===== src/rtl/pll_seq_pkg.sv =====
package pll_seq_pkg;

  typedef enum logic [2:0] {
    ST_IDLE,
    ST_REF,
    ST_ROSC,
    ST_LOAD,
    ST_WAIT,
    ST_SWITCH,
    ST_RUN,
    ST_DROP
  } seq_state_t;

  localparam logic [1:0] SRC_REF4M = 2'd0;
  localparam logic [1:0] SRC_RING  = 2'd1;

endpackage


===== src/rtl/pll_div_field.sv =====
module pll_div_field #(
  parameter int W  = 6,
  parameter int LO = 2,
  parameter int HI = 33,
  parameter int CW = 5
) (
  input  logic [W-1:0]  raw_i,
  output logic          ok_o,
  output logic [CW-1:0] code_o
);

  function automatic logic is_legal(logic [W-1:0] v);
    return (v >= W'(LO)) && (v <= W'(HI));
  endfunction

  function automatic logic [CW-1:0] to_code(logic [W-1:0] v);
    logic [W-1:0] d;
    d = v - W'(LO);
    return d[CW-1:0];
  endfunction

  always_comb begin
    ok_o   = is_legal(raw_i);
    code_o = ok_o ? to_code(raw_i) : '0;
  end

endmodule


===== src/rtl/pll_lock_timer.sv =====
module pll_lock_timer #(
  parameter int CYCLES = 2000,
  localparam int CW = $clog2(CYCLES + 1)
) (
  input  logic clk_ref,
  input  logic rst_n,
  input  logic clear_i,
  input  logic run_i,
  output logic done_o
);

  logic [CW-1:0] cnt_q;

  always_ff @(posedge clk_ref or negedge rst_n) begin
    if (!rst_n)       cnt_q <= '0;
    else if (clear_i) cnt_q <= '0;
    else if (run_i)   cnt_q <= cnt_q + 1'b1;
  end

  assign done_o = run_i && (cnt_q == CW'(CYCLES - 1));

endmodule


===== src/rtl/pll_seq_fsm.sv =====
module pll_seq_fsm
  import pll_seq_pkg::*;
#(
  parameter logic [1:0] RST_SRC = SRC_RING
) (
  input  logic       clk_ref,
  input  logic       rst_n,
  input  logic       start_i,
  input  logic       stop_i,
  input  logic       cfg_ok_i,
  input  logic       lock_done_i,
  output logic [1:0] src_sel_o,
  output logic       rosc_en_o,
  output logic       pll_en_o,
  output logic       sys_on_pll_o,
  output logic       locked_o,
  output logic       busy_o,
  output logic       accept_o,
  output logic       reject_o,
  output logic       load_o,
  output logic       tmr_clear_o,
  output logic       tmr_run_o
);

  seq_state_t state_q;

  always_comb begin
    accept_o    = (state_q == ST_IDLE) && start_i && cfg_ok_i;
    reject_o    = (state_q == ST_IDLE) && start_i && !cfg_ok_i;
    load_o      = (state_q == ST_LOAD);
    tmr_clear_o = (state_q == ST_LOAD);
    tmr_run_o   = (state_q == ST_WAIT);
    busy_o      = !((state_q == ST_IDLE) || (state_q == ST_RUN));
  end

  always_ff @(posedge clk_ref or negedge rst_n) begin
    if (!rst_n) begin
      state_q      <= ST_IDLE;
      src_sel_o    <= RST_SRC;
      rosc_en_o    <= 1'b1;
      pll_en_o     <= 1'b0;
      sys_on_pll_o <= 1'b0;
      locked_o     <= 1'b0;
    end else begin
      case (state_q)
        ST_IDLE:   if (accept_o) state_q <= ST_REF;
        ST_REF: begin
          src_sel_o <= SRC_REF4M;
          state_q   <= ST_ROSC;
        end
        ST_ROSC: begin
          rosc_en_o <= 1'b0;
          state_q   <= ST_LOAD;
        end
        ST_LOAD: begin
          pll_en_o <= 1'b1;
          state_q  <= ST_WAIT;
        end
        ST_WAIT: if (lock_done_i) begin
          locked_o <= 1'b1;
          state_q  <= ST_SWITCH;
        end
        ST_SWITCH: begin
          sys_on_pll_o <= 1'b1;
          state_q      <= ST_RUN;
        end
        ST_RUN: if (stop_i) begin
          sys_on_pll_o <= 1'b0;
          state_q      <= ST_DROP;
        end
        ST_DROP: begin
          pll_en_o <= 1'b0;
          locked_o <= 1'b0;
          state_q  <= ST_IDLE;
        end
        default: state_q <= ST_IDLE;
      endcase
    end
  end

endmodule


===== src/rtl/pll_lock_seq.sv =====
module pll_lock_seq
  import pll_seq_pkg::*;
#(
  parameter int         IN_MIN      = 2,
  parameter int         IN_MAX      = 33,
  parameter int         FB_MIN      = 2,
  parameter int         FB_MAX      = 513,
  parameter int         OUT_MIN     = 1,
  parameter int         OUT_MAX     = 16,
  parameter int         LOCK_CYCLES = 2000,
  parameter logic [1:0] RST_SRC     = SRC_RING,
  localparam int IN_W   = $clog2(IN_MAX + 1),
  localparam int FB_W   = $clog2(FB_MAX + 1),
  localparam int OUT_W  = $clog2(OUT_MAX + 1),
  localparam int IN_CW  = $clog2(IN_MAX - IN_MIN + 1),
  localparam int FB_CW  = $clog2(FB_MAX - FB_MIN + 1),
  localparam int OUT_CW = $clog2(OUT_MAX - OUT_MIN + 1)
) (
  input  logic              clk_ref,
  input  logic              rst_n,
  input  logic              start_i,
  input  logic              stop_i,
  input  logic [IN_W-1:0]   in_div_i,
  input  logic [FB_W-1:0]   fb_div_i,
  input  logic [OUT_W-1:0]  out_div_i,
  output logic [1:0]        src_sel_o,
  output logic              rosc_en_o,
  output logic              pll_en_o,
  output logic [IN_CW-1:0]  in_code_o,
  output logic [FB_CW-1:0]  fb_code_o,
  output logic [OUT_CW-1:0] out_code_o,
  output logic              sys_on_pll_o,
  output logic              locked_o,
  output logic              busy_o,
  output logic              err_o
);

  logic              in_ok, fb_ok, out_ok, cfg_ok;
  logic [IN_CW-1:0]  in_code_w;
  logic [FB_CW-1:0]  fb_code_w;
  logic [OUT_CW-1:0] out_code_w;
  logic              accept_w, reject_w, load_w;
  logic              tmr_clear_w, tmr_run_w, lock_done_w;

  logic [IN_CW-1:0]  in_cap_q;
  logic [FB_CW-1:0]  fb_cap_q;
  logic [OUT_CW-1:0] out_cap_q;

  pll_div_field #(.W(IN_W), .LO(IN_MIN), .HI(IN_MAX), .CW(IN_CW)) u_in_chk (
    .raw_i(in_div_i), .ok_o(in_ok), .code_o(in_code_w)
  );
  pll_div_field #(.W(FB_W), .LO(FB_MIN), .HI(FB_MAX), .CW(FB_CW)) u_fb_chk (
    .raw_i(fb_div_i), .ok_o(fb_ok), .code_o(fb_code_w)
  );
  pll_div_field #(.W(OUT_W), .LO(OUT_MIN), .HI(OUT_MAX), .CW(OUT_CW)) u_out_chk (
    .raw_i(out_div_i), .ok_o(out_ok), .code_o(out_code_w)
  );

  assign cfg_ok = in_ok && fb_ok && out_ok;

  pll_lock_timer #(.CYCLES(LOCK_CYCLES)) u_timer (
    .clk_ref (clk_ref),
    .rst_n   (rst_n),
    .clear_i (tmr_clear_w),
    .run_i   (tmr_run_w),
    .done_o  (lock_done_w)
  );

  pll_seq_fsm #(.RST_SRC(RST_SRC)) u_fsm (
    .clk_ref      (clk_ref),
    .rst_n        (rst_n),
    .start_i      (start_i),
    .stop_i       (stop_i),
    .cfg_ok_i     (cfg_ok),
    .lock_done_i  (lock_done_w),
    .src_sel_o    (src_sel_o),
    .rosc_en_o    (rosc_en_o),
    .pll_en_o     (pll_en_o),
    .sys_on_pll_o (sys_on_pll_o),
    .locked_o     (locked_o),
    .busy_o       (busy_o),
    .accept_o     (accept_w),
    .reject_o     (reject_w),
    .load_o       (load_w),
    .tmr_clear_o  (tmr_clear_w),
    .tmr_run_o    (tmr_run_w)
  );

  // Requested codes are held from acceptance and published at load time
  always_ff @(posedge clk_ref or negedge rst_n) begin
    if (!rst_n) begin
      in_cap_q   <= '0;
      fb_cap_q   <= '0;
      out_cap_q  <= '0;
      in_code_o  <= '0;
      fb_code_o  <= '0;
      out_code_o <= '0;
      err_o      <= 1'b0;
    end else begin
      if (accept_w) begin
        in_cap_q  <= in_code_w;
        fb_cap_q  <= fb_code_w;
        out_cap_q <= out_code_w;
        err_o     <= 1'b0;
      end else if (reject_w) begin
        err_o <= 1'b1;
      end
      if (load_w) begin
        in_code_o  <= in_cap_q;
        fb_code_o  <= fb_cap_q;
        out_code_o <= out_cap_q;
      end
    end
  end

endmodule


===== config.mk =====
export PLATFORM = sky130hd
export DESIGN_NAME = pll_lock_seq
export DESIGN_NICKNAME = d
export VERILOG_FILES = /design/src/rtl/pll_seq_pkg.sv /design/src/rtl/pll_div_field.sv /design/src/rtl/pll_lock_timer.sv /design/src/rtl/pll_seq_fsm.sv /design/src/rtl/pll_lock_seq.sv
export SDC_FILE = /design/constraint.sdc
export NUM_CORES = 1
export LEC_CHECK = 0
export BUFFER_PORTS_ARGS = -buffer_cell sky130_fd_sc_hd__buf_2
export CORE_ASPECT_RATIO = 0.6
export CORE_MARGIN = 3
export CORE_UTILIZATION = 43
export DETAILED_ROUTE_END_ITERATION = 10
export SYNTH_ARGS = -nofsm -noshare
export SYNTH_HDL_FRONTEND = slang
export SYNTH_HIERARCHICAL = 1
export SYNTH_SLANG_ARGS = --single-unit

===== constraint.sdc =====
create_clock -name clk_ref -period 5 [get_ports clk_ref]
set_clock_uncertainty 0.15 [all_clocks]
set_input_delay 0.75 -clock clk_ref [delete_from_list [all_inputs] [get_ports clk_ref]]
set_output_delay 0.75 -clock clk_ref [all_outputs]
set_load 0.05 [all_outputs]

==> summary.md <==
| Metric | Value |
|---|---|
| Pre-CTS setup slack | `1.463 ns` |
| Status | `complete, no violations` |
| Final setup TNS | `0 ns` |
| Placed instance area | `3281 um2` |
| P per Cell Area | `263.1 nW/um2` |
| Final min period | `3.235 ns` |
| Clock Latency Late Sink | `0.29 ns` |
| Kind of critical path | `in2reg` |
| Detailed Routing Iterations Pass 1 | `4` |
| CTS resizes | `0` |
| DP HPWL | `4121 um` |
| Synth warn | `6` |
| First-pass GRT wire length | `9701 um` |
| Critical path endpoint category | `flop` |
| Delay-heaviest family, CP | `simple AND/OR/NAND/NOR gates` |
| Synthesized Nets | `287` |
| Initial Utilization | `0.4693` |
| LEAKAGE | `1.627 nW` |
| H-tree Lvls | `2` |
| Post-synth EDFFs | `0` |
| Largest net degree at the start of global routing | `57` |
| Syn avg cell area | `11.76 um2` |
| Core area | `6441 um2` |
| Max-Slew Margin vs Limit | `0.3198` |
| Leading cell type in the layout, fill and taps excluded | `dfrtp_1` |
| GR Overflow Total | `0` |
| Startpoint Class | `primary input` |
| Layout cells sized above 1 | `0.3672` |
| Global-route usage over all layers | `0.1496` |
| Clock sinks | `56` |
| Via/cell ratio | `5.298` |
| IO buf count | `49` |
| Ys async rst share | `1.000` |
| Drt first-iter violations | `81` |
| Final Hold Fails | `0` |
| Required time of the critical path | `5.03 ns` |
| Chip height | `70.95 um` |
| Most area-consuming cells after synthesis | `dfrtp_1 (45%), mux2_4 (9.4%), mux2_2 (6.3%)` |
| Unrepaired setup endpoints after global routing | `false` |
| Worst-Margin Slew | `1.020 ns` |
| Final worst-path cycle share | `0.6471` |
| TritonCTS buffer count | `5` |
| Vias | `2061` |
| Layout filler cell count | `578` |
| Vias in the first global route | `1903` |
| DRC violations left | `0` |
| Multi-input logic area | `1463 um2` |
| Antenna Violating Nets Remaining | `0` |
| # IOs | `51` |
| DIE AREA | `8105 um2` |
| Critical-path cell list | `buf_2 -> nor4_1 -> nand2_1 -> xnor2_1 -> inv_1 -> and3_1 -> and4b_1 -> mux2_2` |
| Register area share after synthesis | `0.4644` |
| Netlist cell types | `59` |
| Worst Hold Launch | `u_fsm/rosc_en_o` |
| Yosys reg bits | `56` |
| GPL Wtd Cong | `0.8277` |
| Pins Over Slew Limit | `0` |
| Cell Area, Synth | `3023 um2` |
| Synth-to-Final Area Change | `14.07%` |
| Drt total wl | `5810 um` |
| Arrival time at the worst endpoint | `3.26 ns` |
| Initial antenna violation count | `0` |
| Top cell type's share of synthesized area | `0.4470` |
| Fin worst setup slack | `1.765 ns` |
| Fin area | `3448 um2` |
| Worst Hold Class | `reg2reg` |
| Clock buffer depth | `2` |
| Register area | `1404 um2` |
| Crit-path max FO | `19` |
| Main synth FF type | `dfrtp_1` |
| Row count | `22` |
| Synth Instances | `257` |
| Dominant cell type by area after synthesis | `dfrtp_1` |
| Worst setup startpoint | `fb_div_i[8]` |
| Clk pin slew, worst setup/hold paths | `0.07 ns` |
| CTS tree | `done` |
| N_diodes | `0` |
| Most frequent cells in the layout | `dfrtp_1 (54), buf_2 (49), mux2_4 (19), nor2_1 (19), mux2_2 (17)` |
| Clk root buf | `clkbuf_16` |
| Peak supply drop | `0.2100 mV` |
| Crit path max-delay cell type | `and4b_1` |
| Crit path largest cell delay | `0.89 ns` |
| FMAX | `0.3091 GHz` |
| Post-CTS Setup Inserts | `0` |
| Nets | `334` |
| Drt wl/cell | `14.94 um` |
| Post-CTS Hold Buffers | `0` |
| Setup violators final | `0` |
| R2r startpoint | `u_fsm/state_q[2]` |
| Maxcap violations | `0` |
| Bufs and invs on worst path | `2` |
| Die width | `114.2 um` |
## metal layers
layer	share of wire	vias up	global-route usage	routed length, um
met2	0.38	45	0.1900	2203
met1	0.56	992	0.2453	3246
met5	0	-	0	0
li1	-	1017	-	-
met3	0.049	7	0.03162	286
met4	0.013	0	0.04743	74
## cell usage after synthesis (3+ instances only)
master / instances
dfrtp_1: 54
mux2_4: 19
nor2_1: 19
mux2_2: 17
inv_1: 11
a21oi_1: 10
nand2_1: 8
nor3_1: 7
xnor2_1: 7
xor2_1: 6
ha_1: 5
nand2b_1: 5
nand3_1: 5
nand4_1: 5
nor2b_1: 5
o31ai_1: 5
or4_1: 4
buf_2: 3
buf_4: 3
buf_6: 3
mux2i_1: 3
o21ai_1: 3
## per-stage QoR
| step | hold slack [ns] | utilization | cells | power [mW] |
|---|---|---|---|---|
| final | 0.3270 | 0.5354 | 389 | 0.9074 |
| after global routing | 0.3477 | 0.5354 | 389 | 0.9454 |
| after CTS | 0.3313 | 0.5354 | 389 | 0.9180 |
| after detailed placement | 0.3127 | 0.5093 | 381 | 0.5215 |
| after global placement | 0.3133 | 0.5093 | 381 | 0.5213 |
| after floorplan | 0.3044 | - | 257 | 0.4891 |
## flip-flops by register name, indices dropped and copies added (netlist names), 3 cells and up
signal,cells
out_cap_q,4
in_cap_q,5
fb_cap_q,9
u_timer/cnt_q,11
fb_code_o,9
u_fsm/state_q,3
in_code_o,5
out_code_o,4
## worst register-to-register path: stages (launching register included)
cell	delay, ns
dfrtp_1	0.51
nor2_2	0.27
and4b_1	0.92
mux2_2	0.42
## cell type report
type / count / share of cell area
multi-input combinational: 178 / 0.4242
sequential: 56 / 0.4071
timing repair buffer: 52 / 0.07765
clock buffer: 5 / 0.03628
tap: 84 / 0.03048
clock inverter: 3 / 0.01234
inverter: 11 / 0.01197
## path summary, 6_finish.rpt
kind,cells past startpoint,slack (ns),to
max,8,1.76,fb_cap_q[0]
min,1,0.33,u_fsm/rosc_en_o
max reg2reg,3,2.61,fb_cap_q[0]
min reg2reg,1,0.33,u_fsm/rosc_en_o
max in group asynchronous,2,3.79,fb_code_o[5]
min in group asynchronous,2,0.43,out_code_o[1]
## where the power goes
group | leakage (nW) | internal [mW] | total, mW | switching (mW)
Combinational | 0.808 | 0.0217 | 0.0598 | 0.0381
Sequential | 0.739 | 0.453 | 0.453 | 0
Clock | 0.0798 | 0.236 | 0.395 | 0.159
Total | 1.63 | 0.710 | 0.907 | 0.197
## logic make-up after synthesis
group           count (synthesis)  share of synthesized area
buf+inv                        23                    0.05174
other cells                     1                   0.001241
simple gates                   86                     0.1734
xor+xnor                       13                    0.03767
mux                            39                     0.1676
compound gates                 34                    0.08319
fa+ha+maj                       5                    0.02070
flops                          56                     0.4644
No activity file was read; power rests on OpenSTA's default activity.
